$ cat src/rtl/sample_fifo_pkg.sv
package sample_fifo_pkg;
  localparam int unsigned NUM_WORDS   = 7;
  localparam int unsigned NUM_FLAGS   = 5;
  localparam int unsigned FRAME_BYTES = 2 * NUM_WORDS;
  localparam logic [7:0]  EMPTY_CODE  = 8'hFF;
  localparam logic [7:0]  SUBST_CODE  = 8'hFE;

  localparam logic [1:0] SEL_DATA   = 2'd0;
  localparam logic [1:0] SEL_CNT_HI = 2'd1;
  localparam logic [1:0] SEL_CNT_LO = 2'd2;

  // byte index -> flag bit: accel bytes share flag 0, then one flag per word
  function automatic int unsigned flag_of_byte(int unsigned b);
    if (b < 6) return 0;
    return b / 2 - 2;
  endfunction
endpackage

$ cat src/rtl/frame_serializer.sv
module frame_serializer
  import sample_fifo_pkg::*;
(
  input  logic                               clk_i,
  input  logic                               rst_ni,
  input  logic                               clr_i,
  input  logic                               en_i,
  input  logic                               strobe_i,
  input  logic [NUM_FLAGS-1:0]               src_en_i,
  input  logic [NUM_WORDS-1:0][15:0]         words_i,
  output logic                               push_o,
  output logic [7:0]                         byte_o
);
  logic [FRAME_BYTES-1:0]      mask_q, load_mask, pick;
  logic [FRAME_BYTES-1:0][7:0] bytes_q, load_bytes;

  for (genvar b = 0; b < FRAME_BYTES; b++) begin : g_byte
    localparam int unsigned WI = b / 2;
    localparam bit          LO = (b % 2) == 1;
    logic [7:0] raw;
    assign raw           = LO ? words_i[WI][7:0] : words_i[WI][15:8];
    assign load_bytes[b] = (raw == EMPTY_CODE) ? SUBST_CODE : raw;
    assign load_mask[b]  = src_en_i[flag_of_byte(b)];
  end

  assign pick = mask_q & (~mask_q + 1'b1);

  always_comb begin
    byte_o = '0;
    for (int b = 0; b < FRAME_BYTES; b++)
      if (pick[b]) byte_o = byte_o | bytes_q[b];
  end

  assign push_o = (|mask_q) && en_i && !clr_i;

  always_ff @(posedge clk_i or negedge rst_ni) begin
    if (!rst_ni) begin
      mask_q  <= '0;
      bytes_q <= '0;
    end else if (clr_i) begin
      mask_q <= '0;
    end else if (mask_q == '0) begin
      if (strobe_i && en_i) begin
        mask_q  <= load_mask;
        bytes_q <= load_bytes;
      end
    end else begin
      mask_q <= mask_q & ~pick;
    end
  end


  sub_never_ff_chk: assert property (@(posedge clk_i) disable iff (!rst_ni)
    push_o |-> byte_o != EMPTY_CODE);
endmodule

$ cat src/rtl/byte_ring.sv
module byte_ring #(
  parameter int unsigned DEPTH = 512,
  parameter int unsigned CNT_W = 13
) (
  input  logic             clk_i,
  input  logic             rst_ni,
  input  logic             clr_i,
  input  logic             push_i,
  input  logic [7:0]       push_byte_i,
  input  logic             pop_i,
  input  logic             drop_new_i,
  output logic [7:0]       head_o,
  output logic [CNT_W-1:0] count_o,
  output logic             ovf_o
);
  localparam int unsigned AW = (DEPTH > 1) ? $clog2(DEPTH) : 1;
  localparam logic [CNT_W-1:0] FULL_CNT = CNT_W'(DEPTH);

  logic [7:0]       mem [DEPTH];
  logic [AW-1:0]    wr_ptr_q, rd_ptr_q;
  logic [CNT_W-1:0] cnt_q;
  logic             ovf_q;
  logic             empty, full, do_pop, room, do_push, overwrite;

  function automatic logic [AW-1:0] nxt(logic [AW-1:0] p);
    return (p == AW'(DEPTH - 1)) ? '0 : p + 1'b1;
  endfunction

  assign empty     = cnt_q == '0;
  assign full      = cnt_q == FULL_CNT;
  assign do_pop    = pop_i && !empty;
  assign room      = !full || do_pop;
  assign do_push   = push_i && room;
  assign overwrite = push_i && !room && !drop_new_i;

  always_ff @(posedge clk_i) begin
    if (!clr_i && (do_push || overwrite)) mem[wr_ptr_q] <= push_byte_i;
  end

  always_ff @(posedge clk_i or negedge rst_ni) begin
    if (!rst_ni) begin
      wr_ptr_q <= '0;
      rd_ptr_q <= '0;
      cnt_q    <= '0;
      ovf_q    <= 1'b0;
    end else if (clr_i) begin
      wr_ptr_q <= '0;
      rd_ptr_q <= '0;
      cnt_q    <= '0;
      ovf_q    <= 1'b0;
    end else begin
      if (do_push || overwrite) wr_ptr_q <= nxt(wr_ptr_q);
      if (do_pop || overwrite)  rd_ptr_q <= nxt(rd_ptr_q);
      cnt_q <= cnt_q + CNT_W'(do_push) - CNT_W'(do_pop);
      ovf_q <= push_i && !room;
    end
  end

  assign head_o  = mem[rd_ptr_q];
  assign count_o = cnt_q;
  assign ovf_o   = ovf_q;


  cnt_bound_chk: assert property (@(posedge clk_i) disable iff (!rst_ni)
    count_o <= FULL_CNT);

  drop_hold_chk: assert property (@(posedge clk_i) disable iff (!rst_ni)
    (push_i && full && !pop_i && drop_new_i && !clr_i)
      |=> $stable(count_o) && $stable(wr_ptr_q) && $stable(rd_ptr_q));

  overwrite_chk: assert property (@(posedge clk_i) disable iff (!rst_ni)
    (push_i && full && !pop_i && !drop_new_i && !clr_i)
      |=> count_o == FULL_CNT && !$stable(rd_ptr_q));

  ovf_full_chk: assert property (@(posedge clk_i) disable iff (!rst_ni)
    ovf_o |-> $past(full));

  clr_empty_chk: assert property (@(posedge clk_i) disable iff (!rst_ni)
    clr_i |=> count_o == '0);
endmodule

$ cat src/rtl/sample_fifo.sv
module sample_fifo
  import sample_fifo_pkg::*;
#(
  parameter int unsigned DEPTH = 512,
  parameter int unsigned CNT_W = 13
) (
  input  logic                       clk_i,
  input  logic                       rst_ni,
  input  logic                       enable_i,
  input  logic                       sample_i,
  input  logic [4:0]                 src_en_i,
  input  logic [6:0][15:0]           words_i,
  input  logic                       drop_new_i,
  input  logic                       clear_i,
  input  logic                       rd_i,
  input  logic [1:0]                 rd_sel_i,
  output logic [7:0]                 rd_data_o,
  output logic                       ovf_o
);
  logic             clr_q, push, pop;
  logic [7:0]       push_byte, head, rd_data_q, snap_lo_q;
  logic [CNT_W-1:0] count;

  // self-clearing clear request
  always_ff @(posedge clk_i or negedge rst_ni) begin
    if (!rst_ni) clr_q <= 1'b0;
    else         clr_q <= clear_i;
  end

  frame_serializer u_ser (
    .clk_i    (clk_i),
    .rst_ni   (rst_ni),
    .clr_i    (clr_q),
    .en_i     (enable_i),
    .strobe_i (sample_i),
    .src_en_i (src_en_i),
    .words_i  (words_i),
    .push_o   (push),
    .byte_o   (push_byte)
  );

  assign pop = rd_i && (rd_sel_i == SEL_DATA) && enable_i && !clr_q;

  byte_ring #(.DEPTH(DEPTH), .CNT_W(CNT_W)) u_ring (
    .clk_i       (clk_i),
    .rst_ni      (rst_ni),
    .clr_i       (clr_q),
    .push_i      (push),
    .push_byte_i (push_byte),
    .pop_i       (pop),
    .drop_new_i  (drop_new_i),
    .head_o      (head),
    .count_o     (count),
    .ovf_o       (ovf_o)
  );

  always_ff @(posedge clk_i or negedge rst_ni) begin
    if (!rst_ni) begin
      rd_data_q <= '0;
      snap_lo_q <= '0;
    end else if (rd_i) begin
      case (rd_sel_i)
        SEL_DATA:   rd_data_q <= (pop && count != '0) ? head : EMPTY_CODE;
        SEL_CNT_HI: begin
          rd_data_q <= 8'(count >> 8);
          snap_lo_q <= count[7:0];
        end
        SEL_CNT_LO: rd_data_q <= snap_lo_q;
        default:    rd_data_q <= '0;
      endcase
    end
  end

  assign rd_data_o = rd_data_q;


  empty_read_chk: assert property (@(posedge clk_i) disable iff (!rst_ni)
    (rd_i && rd_sel_i == SEL_DATA && count == '0 && !clr_q)
      |=> rd_data_o == EMPTY_CODE && count == '0);

  disabled_read_chk: assert property (@(posedge clk_i) disable iff (!rst_ni)
    (rd_i && rd_sel_i == SEL_DATA && !enable_i && !clr_q)
      |=> rd_data_o == EMPTY_CODE && $stable(count));
endmodule

$ cat config.mk
export PLATFORM = sky130hd
export DESIGN_NAME = sample_fifo
export DESIGN_NICKNAME = d
export VERILOG_FILES = /design/src/rtl/sample_fifo_pkg.sv /design/src/rtl/frame_serializer.sv /design/src/rtl/byte_ring.sv /design/src/rtl/sample_fifo.sv
export SDC_FILE = /design/constraint.sdc
export NUM_CORES = 2
export LEC_CHECK = 0
export ABC_AREA = 0
export BUFFER_PORTS_ARGS = -buffer_cell sky130_fd_sc_hd__buf_2
export CORE_UTILIZATION = 52
export CTS_CLUSTER_SIZE = 30
export DETAILED_ROUTE_END_ITERATION = 8
export PLACE_DENSITY_LB_ADDON = 0.15
export SLEW_MARGIN = 20
export SYNTH_ARGS = -nofsm -noshare
export SYNTH_HDL_FRONTEND = slang
export SYNTH_HIERARCHICAL = 1
export SYNTH_SLANG_ARGS = --single-unit
export TNS_END_PERCENT = 50
$ cat constraint.sdc
create_clock -name clk_i -period 58.9 [get_ports clk_i]
set_input_delay 11.78 -clock clk_i [delete_from_list [all_inputs] [get_ports clk_i]]
set_output_delay 11.78 -clock clk_i [all_outputs]
set_load 0.02 [all_outputs]
* After elaboration in Yosys (flattened, before gate mapping) *
Memory sizes are Yosys's and may differ from the RTL's.
Cells that the tools add are included.

storage, ports and cells
  bits in registers = 175
  RAM bits = 4096
  input bits = 126
  output and inout port bits = 9
  word-level logic and storage cells = 138
  memories kept = 1

memories
  name        depth  width  read ports  clocked after memory_dff  write ports  line             source
  u_ring.mem  512    8      1           0                         1            byte_ring.sv:19  logic [7:0] mem [DEPTH];

operators by class
  add/subtract/negate cells = 5
  equality and inequality tests = 20
  muxes and demuxes = 43
  bitwise logic cells = 18
  reduce and logical (&&, ||, !) cells = 29

operators by type and width
  cell                     count
  $mux W8                  29
  $eq A8 B8 Y1 const B     14
  $or A8 B8 Y8             13
  $mux W9                  6
  $mux W14                 3
  $and A14 B14 Y14         2
  $not A14 Y14             2
  $pmux W8 S3              1
  $add A9 B1 Y9 const B    2
  $eq A9 B9 Y1 const B     2
  $add A14 B1 Y14 const B  1
  $logic_not A14 Y1        1
  $reduce_or A14 Y1        1
  $add A13 B1 Y13          1
  $eq A13 B10 Y1 const B   1
  $logic_not A13 Y1        1
  $mux W13                 1
  $reduce_bool A13 Y1      1
  $sub A13 B1 Y13          1
  $logic_and A1 B1 Y1      12
  $logic_not A1 Y1         5
  $reduce_bool A2 Y1       2
  $logic_or A1 B1 Y1       3
  $mux W1                  3
  7 further kinds          7

* Depth between registers and ports, before layout *
  depth after elaboration = 30
  depth in mapped cells = 20
  gate-level depth less buffers = 19

* By module *
The synthesis kept the hierarchy.

by module, submodules not included
  module            times used  cells an instance  area each (sq um)  sequential area each (sq um)
  byte_ring         1           7627               160751.7           123798.7
  frame_serializer  1           700                5888.1             3153.0
  sample_fifo       1           88                 932.1              425.4

* Least setup slack after synthesis *
Ideal clock, no wire load.

  kind = register to register
  start point = register u_ser.mask_q[9]
  end point = memory u_ring.mem[0][0] (data pin)
  library setup time = 4.167 ns
  arrival time = 20.928 ns
  data required time = 54.733 ns
  slack = 33.804 ns
  cell stages (with the launch flop) = 5
  buffers on the path = 0
  period minus slack after synthesis = 25.096 ns
  cells stage by stage = dfrtp_1 -> or4_1 -> o22ai_1 -> a21oi_1 -> o21ai_0

between the ends
  word-level cells in the longest chain between the ends = 12

ends and longest elaborated chain
  what                    line                    source
  start, declared         frame_serializer.sv:14  logic [FRAME_BYTES-1:0] mask_q, load_mask, pick;
  start signal, assigned  frame_serializer.sv:44  mask_q <= load_mask;
  start signal, assigned  frame_serializer.sv:48  mask_q <= mask_q & ~pick;
  $not A14 Y14            frame_serializer.sv:26  assign pick = mask_q & (~mask_q + 1'b1);
  $add A14 B1 Y14         frame_serializer.sv:26
  $and A14 B14 Y14 (*)    frame_serializer.sv:26
  $mux W8                 frame_serializer.sv:31  if (pick[b]) byte_o = byte_o | bytes_q[b];
  $or A8 B8 Y8            frame_serializer.sv:31
  $mux W8                 frame_serializer.sv:31
  $or A8 B8 Y8            frame_serializer.sv:31
  $mux W8                 frame_serializer.sv:31
  $or A8 B8 Y8            frame_serializer.sv:31
  $mux W8                 frame_serializer.sv:31
  $or A8 B8 Y8            frame_serializer.sv:31
  $mux W8 (*)             frame_serializer.sv:31
  via push_byte[0]        sample_fifo.sv:21       logic [7:0] push_byte, head, rd_data_q, snap_lo_q;
  end, declared           byte_ring.sv:19

Mark *: on every way through the listed nets, which the timed path passes. The rest lies on a longest branch.

* Worst setup path in the final report *
  start point = input port rd_i
  end point = memory u_ring.mem[368][4] (enable)

between the ends
  word-level cells in the longest chain between the ends = 12
  elaborated cells on any way between the ends = 13
  classes of those cells = mux (2); reduce/logical (11)

ends and longest elaborated chain
  what                                  line               source
  start, declared                       sample_fifo.sv:15  input logic rd_i,
  $logic_and A1 B1 Y1 (*) (3 in a row)  sample_fifo.sv:42  assign pop = rd_i && (rd_sel_i == SEL_DATA) && enable_i && !clr_q;
  via pop                               sample_fifo.sv:20  logic clr_q, push, pop;
  $logic_and A1 B1 Y1 (*)               byte_ring.sv:31    assign do_pop = pop_i && !empty;
  $logic_or A1 B1 Y1 (*)                byte_ring.sv:32    assign room = !full || do_pop;
  $logic_not A1 Y1                      byte_ring.sv:34    assign overwrite = push_i && !room && !drop_new_i;
  $logic_and A1 B1 Y1 (2 in a row)      byte_ring.sv:34
  $logic_or A1 B1 Y1 (*)                byte_ring.sv:37    if (!clr_i && (do_push || overwrite)) mem[wr_ptr_q] <= push_byte_i;
  $logic_and A1 B1 Y1 (*)               byte_ring.sv:37
  $mux W1 (*)                           byte_ring.sv:37
  $mux W1 (implied by the code) (*)     byte_ring.sv:37

Marks and branches as above.

==> results_dict.tcl <==
set metrics [dict create \
    status "completed" \
    syn_to_final_growth_pct 11.8 \
    finalSetupTns_ns 0 \
    fin_crit_ns 15.59 \
    cp_num_cells 10 \
    power_uw 7560 \
    drv_cap 0 \
    power.density_mw_per_mm2 40.3 \
    routed_wl_um 483000 \
    yosysUniqueCellTypes 75 \
    fin_worst_skew_ns 0.0453 \
    clkPwrFrac_pct 36.8 \
    crit_family "simple AND/OR/NAND/NOR gates" \
    grt_pass1_vias 86436 \
    grt_pass1_wl_um 681000 \
    initialDrtViolationCount 13273 \
    path_class "primary input to flop" \
    ys_seq_area_share_pct 76.0 \
    crit_end "u_ring/mem[368][4]" \
    avgSynthCellArea_sq_um 19.9 \
    slew_headroom_pct 15.5 \
    slew_violations 0 \
    cp-end-kind "flop" \
    vias 88115 \
    place_congestion 0.893 \
    drc 0 \
    antenna_found_initial 21 \
    hold_buffers 0 \
    mostFrequentLayoutCell "edfxtp_1" \
    htreeDepth 5 \
    fmax_mhz 64.2 \
    r2r-end "rd_data_o[0]" \
    cp.arrival_ns 16.17 \
    clk_latency_ns 0.98 \
    drt_first_pass_iters 6 \
    synth_top_area_share_pct 73.4 \
    grt_max_degree 158 \
    r2r_slack_ns 51.18 \
    cts_tree "built" \
    drive_gt1_share_pct 22.5 \
    fp.dieH_um 570 \
    ys.flop_type "edfxtp_1" \
    cts.sinks 4271 \
    hold_viol 0 \
    ys_warn_count 6 \
    hold_slack_ns 0.479 \
    p_sw_uw 1960 \
    critical_path.most_common_cell "nand3b_1" \
    yosysTopAreaCell "edfxtp_1" \
    r2r.worst_path.cells 13 \
    dieArea_sq_mm 0.325 \
    std_cell_rows 208 \
    setup_ws_ns 43.31 \
    cts.path.max_buffers 4 \
    crit_fanout 16 \
    syn_inst 8415 \
    die_w_um 570 \
    cts_resized 0 \
    async_flop_share_pct 4.10 \
    worst_pin_slew_ns 1.27 \
    postCtsSetupBuffers 0 \
    rsz0062_at_grt "false" \
    cp-start-kind "primary input" \
    setup_viol 0 \
    vias_per_cell 6.62 \
    grt_usage_pct 29.8 \
    mostFrequentLayoutCells "4096 x edfxtp_1, 960 x mux4_2, 596 x nor2_1, 549 x nand2_1, 435 x clkbuf_16" \
    nets 8786 \
    port_buffers 134 \
    final.fill_count 22937 \
    path_buf_inv 2 \
    crit_start "rd_i" \
    initial_utilization_pct 52.2 \
    ys_ff_latch 4271 \
    post_dp_cell_area_sq_mm 0.173 \
    overflow 0 \
    cts_root_buf "clkbuf_16" \
    r2r_start "u_ring/rd_ptr_q[0]" \
    peakVddDrop_uv 28.5 \
    clkTransAtPathRegs_ns 0.06 \
    io_pins 135 \
    min_path_type "flop to flop" \
    intPower_uw 5600 \
    power_leakage_uw 0.0597 \
    syn_area_sq_mm 0.168 \
    combPwrFrac_pct 14.0 \
    postLayoutCellArea_sq_mm 0.187 \
    pre_cts_slack_ns 42.47 \
    p_sw_share_pct 25.9 \
    synthTopCellsByArea "edfxtp_1 73%, mux4_2 13%, dfrtp_1 2.6%, mux2i_1 2.1%, nor2_1 1.4%" \
    syn_nets 8567 \
    wl_per_cell_um 36.3 \
    fin_crit_sh_pct 26.5 \
    seqPwrFrac_pct 49.1 \
    worstPathRequired_ns 59.49 \
    crit_path_top_delay_cell "nor2_2" \
    coreArea_sq_mm 0.321 \
    synth_edf_count 4096 \
    cp_cell_sequence "buf_2, nand3b_1, nor3_1, nand2b_1, nand4_1, nand3b_1, nor2_2, buf_4, nand2_1, nor2_1" \
    drtAntennaViolNets 0 \
    crit_path_max_incr_delay_ns 0.95 \
    numCtsBuffers 422 \
    dp_hpwl_um 288000 \
]
-- power groups by stage --
| stage | Combinational [uW] | Sequential [uW] | Clock, uW |
|---|---|---|---|
| after floorplan | 592 | 4050 | 0 |
| after detailed placement | 1060 | 3770 | 0 |
| after global placement | 1060 | 3770 | 0 |
| after global routing | 1110 | 3710 | 2930 |
| after CTS | 1060 | 3710 | 2820 |
| final | 1060 | 3710 | 2780 |
-- cells by family (layout without fill, tap and decap cells) --
group	Yosys count	after routing	share of synthesized area, %
AOI/OAI and AO/OA	784	784	3.24
xor gates and xnor gates	9	9	0.0470
other	0	10	0
adders and majority gates	26	26	0.199
DFF	4271	4271	76.0
buffers and inverters	563	1150	1.78
and+or+nand+nor	1429	1429	3.56
muxes	1333	1333	15.2
-- worst min-delay path by stage --
stage                  startpoint  cells after the start  slack (ns)            endpoint
2_1_floorplan    u_ser/bytes_q[6]                      2        0.44    u_ser/bytes_q[6]
3_3_place_gp     u_ser/bytes_q[7]                      2        0.46    u_ser/bytes_q[7]
3_5_place_dp    u_ser/bytes_q[60]                      2        0.46   u_ser/bytes_q[60]
4_1_cts        u_ser/bytes_q[109]                      2        0.48  u_ser/bytes_q[109]
5_1_grt          u_ser/bytes_q[3]                      2        0.49    u_ser/bytes_q[3]
6_report       u_ser/bytes_q[109]                      2        0.48  u_ser/bytes_q[109]
-- area by class of cell --
class                   count  area (sq um)  share of cell area [%]
diodes                     10          25.0                  0.0134
clock buffers             516         11300                    6.03
clock inverters           276          3090                    1.65
inverters                  39           156                  0.0835
multi-input cells        3581         37600                    20.1
flip-flops and latches   4271        127000                    68.0
well taps                4305          5390                    2.88
repair buffers            319          2330                    1.25
-- registers in the layout, summed over array words and instances, names as in the netlist --
register / cells
u_ser/bytes_q: 112
u_ring/rd_ptr_q: 9
clr_q: 1
u_ring/wr_ptr_q: 9
u_ring/count_o: 13
rd_data_o: 8
u_ser/mask_q: 14
snap_lo_q: 8
u_ring/ovf_o: 1
u_ring/mem: 4096
-- layer usage --
layer	GRT usage, %	part of all wire (%)	up-vias
met2	44.8	46	5976
met3	6.48	11	780
met4	10.0	3.6	8
met5	0	0.013	-
met1	43.8	39	46384
li1	-	-	34967
-- per-stage QoR --
stage	std cells	util, %
final	13317	58.4
after global placement	12513	53.9
after CTS	13305	58.3
after detailed placement	12513	53.9
after floorplan	8415	-
after global routing	13308	58.4
-- cells in the mapped netlist (all sizes together), types with 99 or more instances --
cell type,number
edfxtp,4096
mux4,960
nor2,603
nand2,566
mux2i,348
buf,304
clkbuf,220
dfrtp,175
a21oi,145
o21ai,139
a22oi,102
o221ai,99
-- tightest hold or removal path, stage by stage (launching register included) --
cell and delay (ns):
dfrtp_1 0.34, nand2_1 0.05, nand2_1 0.06
Note: power is estimated with default switching activity, not from simulation.
